<file path="src/rtl/nvm_store_pkg.sv">
// Package: shared defaults and helpers for the wiper store sequencer.
// Assumes nothing beyond DATA_W >= 10 so the tolerance words fit.
package nvm_store_pkg;
    localparam int unsigned DEF_DATA_W      = 10;
    localparam int unsigned DEF_ADDR_W      = 6;
    localparam int unsigned DEF_NUM_SLOTS   = 50;
    localparam int unsigned DEF_PROG_CYCLES = 4096;
    localparam logic [5:0]  TOL_HI_ADDR     = 6'h39;
    localparam logic [5:0]  TOL_LO_ADDR     = 6'h3A;

    // Read source chosen by the read decoder.
    typedef enum logic [1:0] {
        SRC_NONE = 2'd0,
        SRC_SLOT = 2'd1,
        SRC_TOLH = 2'd2,
        SRC_TOLL = 2'd3
    } rd_src_e;
endpackage

</file>
<file path="src/rtl/nvm_prog_timer.sv">
// Module: programming-delay timer.
// Starts on a start pulse and runs for PROG_CYCLES cycles.
// done is high in the last running cycle. Assumes start only while idle.
module nvm_prog_timer #(
    parameter int unsigned PROG_CYCLES = 4096
) (
    input  logic clk,
    input  logic rst_n,
    input  logic start,
    output logic running,
    output logic done
);
    localparam int unsigned CNT_W = (PROG_CYCLES > 1) ? $clog2(PROG_CYCLES) : 1;
    localparam logic [CNT_W-1:0] LAST = CNT_W'(PROG_CYCLES - 1);

    logic [CNT_W-1:0] cnt_q;

    assign done = running && (cnt_q == LAST);

    // Track the running window and count elapsed cycles.
    always_ff @(posedge clk) begin
        if (!rst_n) begin
            running <= 1'b0;
            cnt_q   <= '0;
        end else if (start) begin
            running <= 1'b1;
            cnt_q   <= '0;
        end else if (done) begin
            running <= 1'b0;
            cnt_q   <= '0;
        end else if (running) begin
            cnt_q   <= cnt_q + 1'b1;
        end
    end
endmodule

</file>
<file path="src/rtl/nvm_slot_array.sv">
// Module: append-only slot storage, addresses 1..NUM_SLOTS.
// Two combinational read ports. Out-of-range reads give 0.
// Assumes the reset models a blank (all-zero) memory.
module nvm_slot_array #(
    parameter int unsigned DATA_W    = 10,
    parameter int unsigned ADDR_W    = 6,
    parameter int unsigned NUM_SLOTS = 50
) (
    input  logic              clk,
    input  logic              rst_n,
    input  logic              we,
    input  logic [ADDR_W-1:0] waddr,
    input  logic [DATA_W-1:0] wdata,
    input  logic [ADDR_W-1:0] raddr_a,
    output logic [DATA_W-1:0] rdata_a,
    input  logic [ADDR_W-1:0] raddr_b,
    output logic [DATA_W-1:0] rdata_b
);
    logic [DATA_W-1:0] slot_q [NUM_SLOTS];

    for (genvar g = 0; g < NUM_SLOTS; g++) begin : g_slot
        // Store one slot when its address is written.
        always_ff @(posedge clk) begin
            if (!rst_n)
                slot_q[g] <= '0;
            else if (we && (waddr == ADDR_W'(g + 1)))
                slot_q[g] <= wdata;
        end
    end

    // Select the addressed slot on both read ports.
    always_comb begin
        rdata_a = '0;
        rdata_b = '0;
        for (int i = 0; i < NUM_SLOTS; i++) begin
            if (raddr_a == ADDR_W'(i + 1)) rdata_a = slot_q[i];
            if (raddr_b == ADDR_W'(i + 1)) rdata_b = slot_q[i];
        end
    end
endmodule

</file>
<file path="src/rtl/nvm_restore.sv">
// Module: restore sequencer.
// On reset or trigger it presents midscale, then on the next cycle
// the newest slot if one exists. Assumes trigger is gated by the caller.
module nvm_restore #(
    parameter int unsigned DATA_W = 10
) (
    input  logic              clk,
    input  logic              rst_n,
    input  logic              trigger,
    input  logic              have_slot,
    input  logic [DATA_W-1:0] slot_val,
    output logic [DATA_W-1:0] restore_val
);
    localparam logic [DATA_W-1:0] MID = DATA_W'(1) << (DATA_W - 1);

    logic pending_q;

    // Two-step load: midscale first, then the stored value.
    always_ff @(posedge clk) begin
        if (!rst_n) begin
            restore_val <= MID;
            pending_q   <= 1'b1;
        end else if (trigger) begin
            restore_val <= MID;
            pending_q   <= 1'b1;
        end else if (pending_q) begin
            pending_q <= 1'b0;
            if (have_slot) restore_val <= slot_val;
        end
    end
endmodule

</file>
<file path="src/rtl/nvm_store_seq.sv">
// Module: write-limited wiper store sequencer (top).
// Accepts stores into the next free slot after a fixed delay and tracks
// the newest address and a success flag. Serves indexed reads, including
// two tolerance words, and drives the restore value.
// Assumes requests are one-cycle pulses.
module nvm_store_seq
    import nvm_store_pkg::*;
#(
    parameter int unsigned DATA_W       = DEF_DATA_W,
    parameter int unsigned ADDR_W       = DEF_ADDR_W,
    parameter int unsigned NUM_SLOTS    = DEF_NUM_SLOTS,
    parameter int unsigned PROG_CYCLES  = DEF_PROG_CYCLES,
    parameter logic        TOL_POSITIVE = 1'b0,
    parameter logic [6:0]  TOL_INT      = 7'd10,
    parameter logic [7:0]  TOL_FRAC     = 8'hB0
) (
    input  logic              clk,
    input  logic              rst_n,
    input  logic [DATA_W-1:0] wiper_in,
    input  logic              prog_en,
    input  logic              store_req,
    input  logic              restore_req,
    input  logic              rd_req,
    input  logic [ADDR_W-1:0] rd_addr,
    output logic [DATA_W-1:0] rd_data,
    output logic [ADDR_W-1:0] last_addr,
    output logic              busy,
    output logic              success,
    output logic [DATA_W-1:0] restore_val
);
    localparam logic [ADDR_W-1:0] FULL_ADDR = ADDR_W'(NUM_SLOTS);
    localparam logic [DATA_W-1:0] TOL_HI_WORD = DATA_W'({TOL_POSITIVE, TOL_INT});
    localparam logic [DATA_W-1:0] TOL_LO_WORD = DATA_W'(TOL_FRAC);

    logic              accept;
    logic              prog_done;
    logic [DATA_W-1:0] data_q;
    logic [DATA_W-1:0] slot_rd;
    logic [DATA_W-1:0] slot_last;
    rd_src_e           src;

    assign accept = store_req && !busy && prog_en && (last_addr != FULL_ADDR);

    nvm_prog_timer #(.PROG_CYCLES(PROG_CYCLES)) u_timer (
        .clk     (clk),
        .rst_n   (rst_n),
        .start   (accept),
        .running (busy),
        .done    (prog_done)
    );

    nvm_slot_array #(.DATA_W(DATA_W), .ADDR_W(ADDR_W), .NUM_SLOTS(NUM_SLOTS)) u_array (
        .clk     (clk),
        .rst_n   (rst_n),
        .we      (prog_done),
        .waddr   (last_addr + 1'b1),
        .wdata   (data_q),
        .raddr_a (rd_addr),
        .rdata_a (slot_rd),
        .raddr_b (last_addr),
        .rdata_b (slot_last)
    );

    nvm_restore #(.DATA_W(DATA_W)) u_restore (
        .clk         (clk),
        .rst_n       (rst_n),
        .trigger     (restore_req && !busy),
        .have_slot   (last_addr != '0),
        .slot_val    (slot_last),
        .restore_val (restore_val)
    );

    // Latch store data, advance the address and track the success flag.
    always_ff @(posedge clk) begin
        if (!rst_n) begin
            data_q    <= '0;
            last_addr <= '0;
            success   <= 1'b0;
        end else begin
            if (store_req && !busy) success <= 1'b0;
            if (accept) data_q <= wiper_in;
            if (prog_done) begin
                last_addr <= last_addr + 1'b1;
                success   <= 1'b1;
            end
        end
    end

    // Decode which source a read address maps to.
    always_comb begin
        if (rd_addr == ADDR_W'(TOL_HI_ADDR))
            src = SRC_TOLH;
        else if (rd_addr == ADDR_W'(TOL_LO_ADDR))
            src = SRC_TOLL;
        else if (rd_addr != '0 && rd_addr <= last_addr)
            src = SRC_SLOT;
        else
            src = SRC_NONE;
    end

    // Register the read result on a read request.
    always_ff @(posedge clk) begin
        if (!rst_n)
            rd_data <= '0;
        else if (rd_req) begin
            case (src)
                SRC_SLOT: rd_data <= slot_rd;
                SRC_TOLH: rd_data <= TOL_HI_WORD;
                SRC_TOLL: rd_data <= TOL_LO_WORD;
                default:  rd_data <= '0;
            endcase
        end
    end
endmodule

</file>
<file path="config.mk">
export PLATFORM = sky130hd
export DESIGN_NAME = nvm_store_seq
export DESIGN_NICKNAME = d
export VERILOG_FILES = /design/src/rtl/nvm_store_pkg.sv /design/src/rtl/nvm_prog_timer.sv /design/src/rtl/nvm_slot_array.sv /design/src/rtl/nvm_restore.sv /design/src/rtl/nvm_store_seq.sv
export SDC_FILE = /design/constraint.sdc
export NUM_CORES = 1
export LEC_CHECK = 0
export CAP_MARGIN = 30
export CELL_PAD_IN_SITES_DETAIL_PLACEMENT = 1
export CELL_PAD_IN_SITES_GLOBAL_PLACEMENT = 2
export CORE_MARGIN = 2
export CORE_UTILIZATION = 38
export CTS_CLUSTER_SIZE = 20
export DETAILED_ROUTE_END_ITERATION = 12
export DONT_BUFFER_PORTS = 1
export HOLD_SLACK_MARGIN = 0.05
export PLACE_DENSITY = 0.73
export SYNTH_ARGS = -nofsm -noshare
export SYNTH_HDL_FRONTEND = slang
export SYNTH_SLANG_ARGS = --single-unit
</file>
<file path="constraint.sdc">
create_clock -name clk -period 3.3 [get_ports clk]
set_input_delay 0.165 -clock clk [delete_from_list [all_inputs] [get_ports clk]]
set_output_delay 0.165 -clock clk [all_outputs]
set_load 0.02 [all_outputs]
</file>
==> results.tsv, run 1 <==
stage	metric	value	unit
pwr	sw_frac_of_total	26.18	%
yosys	syn_avg_cell_area	9.790	um^2
setup_path	worst_setup_path_start_kind	flop	
yosys	syn_inst	3312	
clock_network	clock_sinks	551	
yosys	mappedNetlistNets	3346	
pwr	p_seq_share	50.0	%
clock_network	path_clk_slew	0.06	ns
sta	min_period	3.339	ns
sta	setup_violations	2	
grt	antenna_found_initial	17	
yosys	yosys.cell_count.top_type	and2_1	
die	core	84880	um^2
clock_network	cts-root-buf	clkbuf_16	
final_layout	num-nets-final	3662	
grt	grt_use_total	43.96	%
sta	slew_viol_final	0	
place	dpl_cell_area	36530	um^2
sta	max_slew_margin	30.50	%
grt	grt_pass1_wl	266200	um
die	die_y	296.1	um
final_layout	ff_latch_area	16080	um^2
yosys	syn_area	32420	um^2
final_layout	fill_cells	9537	
setup_path	critPathLaunch	last_addr[0]$_SDFFE_PN0P_	
setup_path	cp_data_arrival_time	3.93	ns
sta	max_freq	299.5	MHz
yosys	synth_area_leaders	edfxtp_1 46%, and2_1 9.9%, o21ai_0 3.6%, nor2_1 3.4%, dfxtp_1 3.1%	
setup_path	endpoint_kind	flop	
routing	drc	0	
clock_network	clock_latency	0.66	ns
setup_path	critPathMaxStageDelay	0.46	ns
yosys	synthArstFlopShare	0	%
run_status	violations	negative setup slack	
final_layout	layout-drive-gt1-share	18.96	%
routing	wl	195500	um
grt	grt_overflow	0	
sta	rsz0062_at_grt	yes	
die	initial_core_util	38.20	%
yosys	ys_ff_latch	551	
final_layout	final_area	39270	um^2
yosys	yosysUniqueCellTypes	103	
yosys	synth_top_area_share	46.31	%
die	pin_count	50	
setup_path	path_cells	buf_4 -> ha_4 -> or3b_4 -> nor2_4 -> buf_4 -> a221oi_1 -> o21ai_1 -> a21oi_1 -> buf_4 -> o41ai_2 -> a311oi_1 -> buf_4 -> a21oi_1	
setup_path	cp-endpoint	u_restore.restore_val[0]$_SDFFE_PP0P_	
yosys	synthTopCellsByCount	513 x and2_1, 500 x edfxtp_1, 298 x nor2_1, 248 x nand2_1, 235 x o21ai_0	
clock_network	cts_max_level	3	
setup_path	worst_path_max_delay_cell	or3b_4	
pwr	ir_drop	0.4614	mV
sta	finalHoldViolations	0	
sta	fin_ws	-0.03937	ns
setup_path	crit_type	flop to flop	
grt	grt_pass1_vias	31973	
routing	via_per_inst	6.829	
setup_path	rr_startpoint	last_addr[0]$_SDFFE_PN0P_	
die	die_area	87680	um^2
sta	skew	0.03126	ns
setup_path	crit_path_frequent_cell	buf_4	
clock_network	cts_buffers	66	
sta	period_share	101.2	%
yosys	synth-edff-count	500	
routing	vias	32985	
yosys	synth-seq-area-share	49.45	%
clock_network	cts_tree	done	
yosys	yosysWarnings	0	
setup_path	worstPathRequired	3.89	ns
final_layout	area_growth	21.12	%
pwr	cellLeakagePower	14.02	nW
pwr	p_switching	0.004465	W
routing	detail-route-antenna-nets	0	
yosys	synthDominantAreaCellType	edfxtp_1	
sta	tightest_slew	1.043	ns
routing	wl_per_cell	40.47	um
routing	drtPass1Iterations	8	
routing	drtIter0Drc	4836	
hold_path	holdPathStages	4	
grt	grt_max_degree	156	
pwr	p_comb_share	7.0	%
final_layout	multiInputGateArea	15660	um^2
place	place.gp.congestion	1.073	
flow_run	cap_violations	0	
setup_path	reg2regPathDepth	13	
die	fp-row-count	107	
yosys	synthFlopType	edfxtp_1	
place	dp_hpwl	145000	um
pwr	pwr-share-clk	43.0	%
run_status	status	complete, but fails checks	
setup_path	r2r_end	u_restore.restore_val[0]$_SDFFE_PP0P_	
hold_path	min_path_type	input pin to flop	
setup_path	cp_max_fo	11	
setup_path	reg2reg_setup_slack	-0.04	ns
pwr	powerDensity	434.3	nW/um^2
place	portBuffers	0	
place	post-place-ws	-0.6051	ns
pwr	internal_power	0.01259	W
die	fp.dieW	296.1	um
clock_network	clock_path_buffers	3	
==> through the flow <==
| stage | cells | utilization [%] | TNS [ns] | hold slack [ns] | total power, W |
|---|---|---|---|---|---|
| after floorplan | 3312 | - | 0 | 0.3345 | 0.008874 |
| after global placement | 4670 | 43.03 | -4.493 | 0.3202 | 0.009701 |
| after detailed placement | 4673 | 43.04 | -7.482 | 0.3282 | 0.009716 |
| after CTS | 4818 | 46.04 | 0 | 0.05163 | 0.01698 |
| after global routing | 4821 | 46.24 | -3.803 | 0.07331 | 0.01733 |
| final | 4830 | 46.27 | -0.05205 | 0.08743 | 0.01706 |
==> power groups by stage <==
stage | combinational (W) | sequential (W) | clock [W]
global route | 0.00122 | 0.00852 | 0.00760
CTS | 0.00114 | 0.00849 | 0.00735
floorplan | 0.000650 | 0.00822 | 0
detailed placement | 0.00108 | 0.00864 | 0
finish | 0.00119 | 0.00853 | 0.00733
global placement | 0.00106 | 0.00864 | 0
==> per-layer routing <==
layer,GRT usage (%),part of all wire (%)
met2,66.41,43
met3,11.86,11
met4,26.71,7.4
met5,0,0.029
met1,56.12,39
==> kinds of logic (layout without fill, tap and decap cells) <==
kind of cell | after synthesis | count (layout) | synth area share (%)
XOR/XNOR | 20 | 20 | 0.5402
buffers and inverters | 263 | 628 | 3.407
flip-flops | 551 | 551 | 49.45
multiplexers | 80 | 80 | 2.805
AND/OR/NAND/NOR | 1429 | 1429 | 23.48
other | 0 | 9 | 0
adder cells (fa/ha/maj) | 12 | 12 | 0.4630
AO/OA/AOI/OAI | 957 | 957 | 19.85
==> layout make-up <==
class	count	area share [%]
timing repair buffer	489	9.966
antenna	9	0.05735
sequential	551	40.95
clock inverter	24	0.5767
tap	1144	3.645
inverter	22	0.2103
multi-input combinational	2498	39.87
clock buffer	93	4.731
==> repair_timing <==
item,CTS,global route
endpoints found under the setup margin,113,131
gates resized for setup,39,35
pin swaps,1,9
cloned,0,1
hold buffers,28,0
hold endpoints to repair,541,0
setup buffers,0,2
==> flip-flops by register name, summed over array words and instances (netlist names) <==
| name | flops |
|---|---|
| u_array.slot_q | 500 |
| u_timer.cnt_q | 12 |
| data_q | 10 |
| rd_data | 10 |
| u_restore.restore_val | 10 |
| last_addr | 6 |
| success | 1 |
| u_restore.pending_q | 1 |
| u_timer.running | 1 |
==> worst min-delay path by stage <==
stage / from / endpoint
floorplan: wiper_in[9] / data_q[9]$_SDFFE_PN0P_
global placement: rst_n / rd_data[2]$_SDFFE_PN0P_
detailed placement: rst_n / data_q[2]$_SDFFE_PN0P_
CTS: rd_req / rd_data[2]$_SDFFE_PN0P_
global route: rd_req / rd_data[2]$_SDFFE_PN0P_
finish: rd_req / rd_data[2]$_SDFFE_PN0P_
==> critical path, delay by kind of cell (launching register included) <==
| family | cells | cell delay, ns |
|---|---|---|
| flops | 1 | 0.39 |
| compound gates | 6 | 1.30 |
| buf+inv | 4 | 0.71 |
| fa+ha+maj | 1 | 0.22 |
| simple gates | 2 | 0.64 |
==> cells in the final DEF, fill, tap and decap left out, types with 12 or more instances in the layout <==
cell type	synthesis	layout
inv_1	20	18
o2111ai_1	18	17
nand2_1	248	246
o21ai_0	235	216
buf_4	2	444
dfxtp_1	51	37
nand3_1	99	95
dlygate4sd3_1	0	27
a31oi_1	35	34
and2_1	513	513
a211oi_1	29	29
a32oi_1	12	12
clkbuf_16	0	71
clkbuf_1	160	21
a22oi_1	52	52
a221o_1	17	17
edfxtp_1	500	500
nor2_1	298	284
o21ai_1	5	23
a2111oi_0	19	16
nor2_2	3	16
xnor2_1	14	12
and3_1	18	17
a22o_1	17	17
nor3_1	70	67
o221ai_1	43	43
o31ai_1	13	12
or3_1	14	14
mux2_2	27	27
o211ai_1	28	28
nor4_1	14	14
nor2b_1	37	34
a21o_1	12	12
o22ai_1	93	92
mux2i_1	47	47
a221oi_1	67	64
nand4_1	23	23
a21oi_1	164	160
Power figures use the tool's default switching activity.
==> run 2, diff against run 1 <==
clock period = 3 ns   (was 3.3 ns; I/O delays follow)
==> run 2 against run 1 <==
Against the previous run: the flow still finishes with violations (negative setup slack); count of clock-buffer cells in the layout decreased by 25; first-iteration DRC count decreased by 3.6%; largest cell class is now multi-input gates; sequential cell count is the same; highest routed layer unchanged.
==> results.tsv, run 2 (synthesis gave the netlist of run 1 again) <==
stage	metric	value	unit	change
run_status	status	complete, but fails checks		
run_status	violations	negative setup slack		
sta	setup_violations	2		unchanged
routing	detail-route-antenna-nets	0		unchanged
die	fp-row-count	107		unchanged
final_layout	final_area	41960	um^2	+6.8%
sta	max_freq	329.0	MHz	+9.9%
routing	highest_layer	met5		
final_layout	fill_cells	9376		-1.7%
pwr	cellLeakagePower	15.36	nW	+9.6%
setup_path	crit_path_frequent_cell	buf_4		
grt	grt_pass1_wl	273600	um	+2.8%
setup_path	cp_data_arrival_time	3.57	ns	-0.36 ns
setup_path	crit_type	flop to flop		
die	pin_count	50		unchanged
setup_path	worst_setup_path_start_kind	flop		
grt	grt_use_total	45.02	%	+1.1 points
final_layout	area_growth	29.39	%	
die	fp.dieW	296.1	um	unchanged
pwr	sw_frac_of_total	26.90	%	+0.72 points
setup_path	cp_max_fo	2		-9
final_layout	largest_register_ffs	500		unchanged
final_layout	multiInputGateArea	16330	um^2	+4.3%
routing	met1_length	76980	um	+2.1%
pwr	powerDensity	451.5	nW/um^2	+4.0%
sta	finalHoldViolations	0		unchanged
routing	wl	200100	um	+2.4%
clock_network	clock_sinks	551		unchanged
place	dp_hpwl	151300	um	+4.4%
routing	drc	0		unchanged
place	portBuffers	0		unchanged
die	core	84880	um^2	unchanged
die	die_y	296.1	um	unchanged
routing	wl_per_cell	39.71	um	-1.9%
sta	skew	0.02769	ns	-0.003568 ns
grt	antenna_found_initial	16		-1
clock_network	clock_latency	0.70	ns	+0.04 ns
setup_path	cp_num_buf_inv	3		-1
die	initial_core_util	38.20	%	unchanged
setup_path	path_depth	11		-2
pwr	internal_power	0.01385	W	+10%
routing	via_per_inst	6.717		-1.6%
routing	drtIter0Drc	4664		-3.6%
die	die_area	87680	um^2	unchanged
grt	grt_overflow	0		unchanged
final_layout	reg_top3	u_array.slot_q: 500 flops, u_timer.cnt_q: 12 flops		
sta	fin_ws	-0.03914	ns	+0.0002210 ns
setup_path	reg2regPathDepth	11		-2
pwr	p_seq_share	49.7	%	-0.3 points
setup_path	worst_path_max_delay_cell	edfxtp_1		
sta	min_period	3.039	ns	-0.3002 ns
clock_network	clock_path_buffers	3		unchanged
final_layout	layout-drive-gt1-share	26.70	%	+7.7 points
clock_network	path_clk_slew	0.07	ns	about the same
hold_path	min_path_type	input pin to flop		
place	dpl_cell_area	38490	um^2	+5.4%
sta	rsz0062_at_grt	yes		
final_layout	num-nets-final	3868		+5.6%
final_layout	final_common_cell	buf_4		
final_layout	final_cell_mix	627 x buf_4, 510 x and2_1, 500 x edfxtp_1, 258 x nor2_1, 232 x nand2_1		
sta	tightest_slew	1.059	ns	+0.01660 ns
setup_path	critPathMaxStageDelay	0.44	ns	-0.02 ns
clock_network	cts_max_level	2		-1
setup_path	critPathTopFamily	compound AO/OA/AOI/OAI gates		
sta	max_slew_margin	29.39	%	-1.1 points
hold_path	holdPathStages	5		+1
clock_network	cts_tree	done		
setup_path	path_cells	mux2_2 -> a22oi_1 -> o22ai_1 -> buf_4 -> o211a_1 -> o21ai_0 -> a21oi_1 -> buf_4 -> o21ai_0 -> buf_4 -> a31oi_2		
clock_network	cts_buffers	61		-7.6%
setup_path	worstPathRequired	3.53	ns	-0.36 ns
place	place.gp.congestion	1.087		+1.4%
setup_path	endpoint_kind	flop		
sta	period_share	101.3	%	+0.11 points
pwr	p_switching	0.005095	W	+14%
flow_run	cap_violations	0		unchanged
routing	vias	33847		+2.6%
clock_network	cts-root-buf	clkbuf_16		
pwr	pwr-share-clk	42.7	%	-0.3 points
grt	grt_pass1_vias	33250		+4.0%
pwr	p_comb_share	7.7	%	+0.7 points
place	post-place-ws	-0.7984	ns	-0.1933 ns
routing	dr_wl_met3	22020	um	+3.8%
routing	met2_length	86570	um	+2.8%
sta	slew_viol_final	0		unchanged
pwr	ir_drop	0.6100	mV	+32%
final_layout	ff_latch_area	16090	um^2	about the same
grt	grt_max_degree	154		-1.3%
routing	drtPass1Iterations	6		-2
final_layout	regMostFlops	u_array.slot_q		
==> run 2: cell count changes in the layout (fill, tap and decap cells not counted), moves of 8 or more <==
cell	change
buf_12	+31
o21ai_0	-25
nor2_1	-26
clkbuf_16	-9
clkbuf_1	-16
buf_4	+183
inv_6	+8
o21ai_1	+23
nand2_2	+10
nor2_2	+22
nand2_1	-14
==> run 2: metrics by stage <==
step           util [%]  total power, W  hold WS [ns]  instances  setup TNS [ns]
2_1_floorplan         -        0.009761        0.3195       3312          -39.68
3_3_place_gp      45.34         0.01080        0.3062       4881          -54.94
3_5_place_dp      45.35         0.01082        0.3091       4882          -74.98
4_1_cts           48.81         0.01886       0.05118       5032       -0.005918
5_1_grt           49.41         0.01923       0.05688       5031         -0.5643
6_report          49.43         0.01894       0.07181       5039        -0.07630
==> run 2: cell type report <==
cell class	count	share of cell area [%]
multi-input combinational	2498	38.92
sequential	551	38.35
timing repair buffer	700	14.05
clock buffer	68	3.749
tap	1144	3.412
clock inverter	48	1.261
inverter	22	0.2177
antenna	8	0.04772
==> run 2: per-layer routing <==
metal / vias to the layer above / global-route usage (%)
met2: 2316 / 68.20
met5: - / 0
met4: 20 / 26.71
met3: 638 / 11.66
li1: 13612 / -
met1: 17261 / 57.89
==> run 2: power groups by stage <==
stage	combinational, W	clock [W]	sequential (W)
2_1_floorplan	0.000717	0	0.00904
3_5_place_dp	0.00129	0	0.00952
6_report	0.00145	0.00809	0.00941
3_3_place_gp	0.00127	0	0.00953
4_1_cts	0.00137	0.00812	0.00936
5_1_grt	0.00148	0.00837	0.00938
==> run 2: timing repair <==
item | CTS | global route
resized for setup | 119 | 125
pin swaps | 18 | 46
hold buffers | 31 | 0
setup buffers | 3 | 8
cloned | 0 | 1
hold endpoints to repair | 542 | 0
setup endpoints to repair | 401 | 244
==> run 2: tightest hold or removal path, stage by stage <==
cell	delay, ns
nand2b_1	0.11
o21ai_0	0.12
nand4_1	0.11
buf_4	0.15
a31oi_2	0.08
==> run 2: final timing paths <==
path / start / endpoint / slack (ns)
worst max-delay path: u_array.slot_q[0][8]$_SDFFCE_PN0P_ / rd_data[8]$_SDFFE_PN0P_ / -0.04
worst min-delay path: rd_req / rd_data[8]$_SDFFE_PN0P_ / 0.07
worst max register to register: u_array.slot_q[0][8]$_SDFFCE_PN0P_ / rd_data[8]$_SDFFE_PN0P_ / -0.04
worst min register to register: u_timer.cnt_q[10]$_SDFFE_PP0P_ / u_timer.cnt_q[10]$_SDFFE_PP0P_ / 0.54
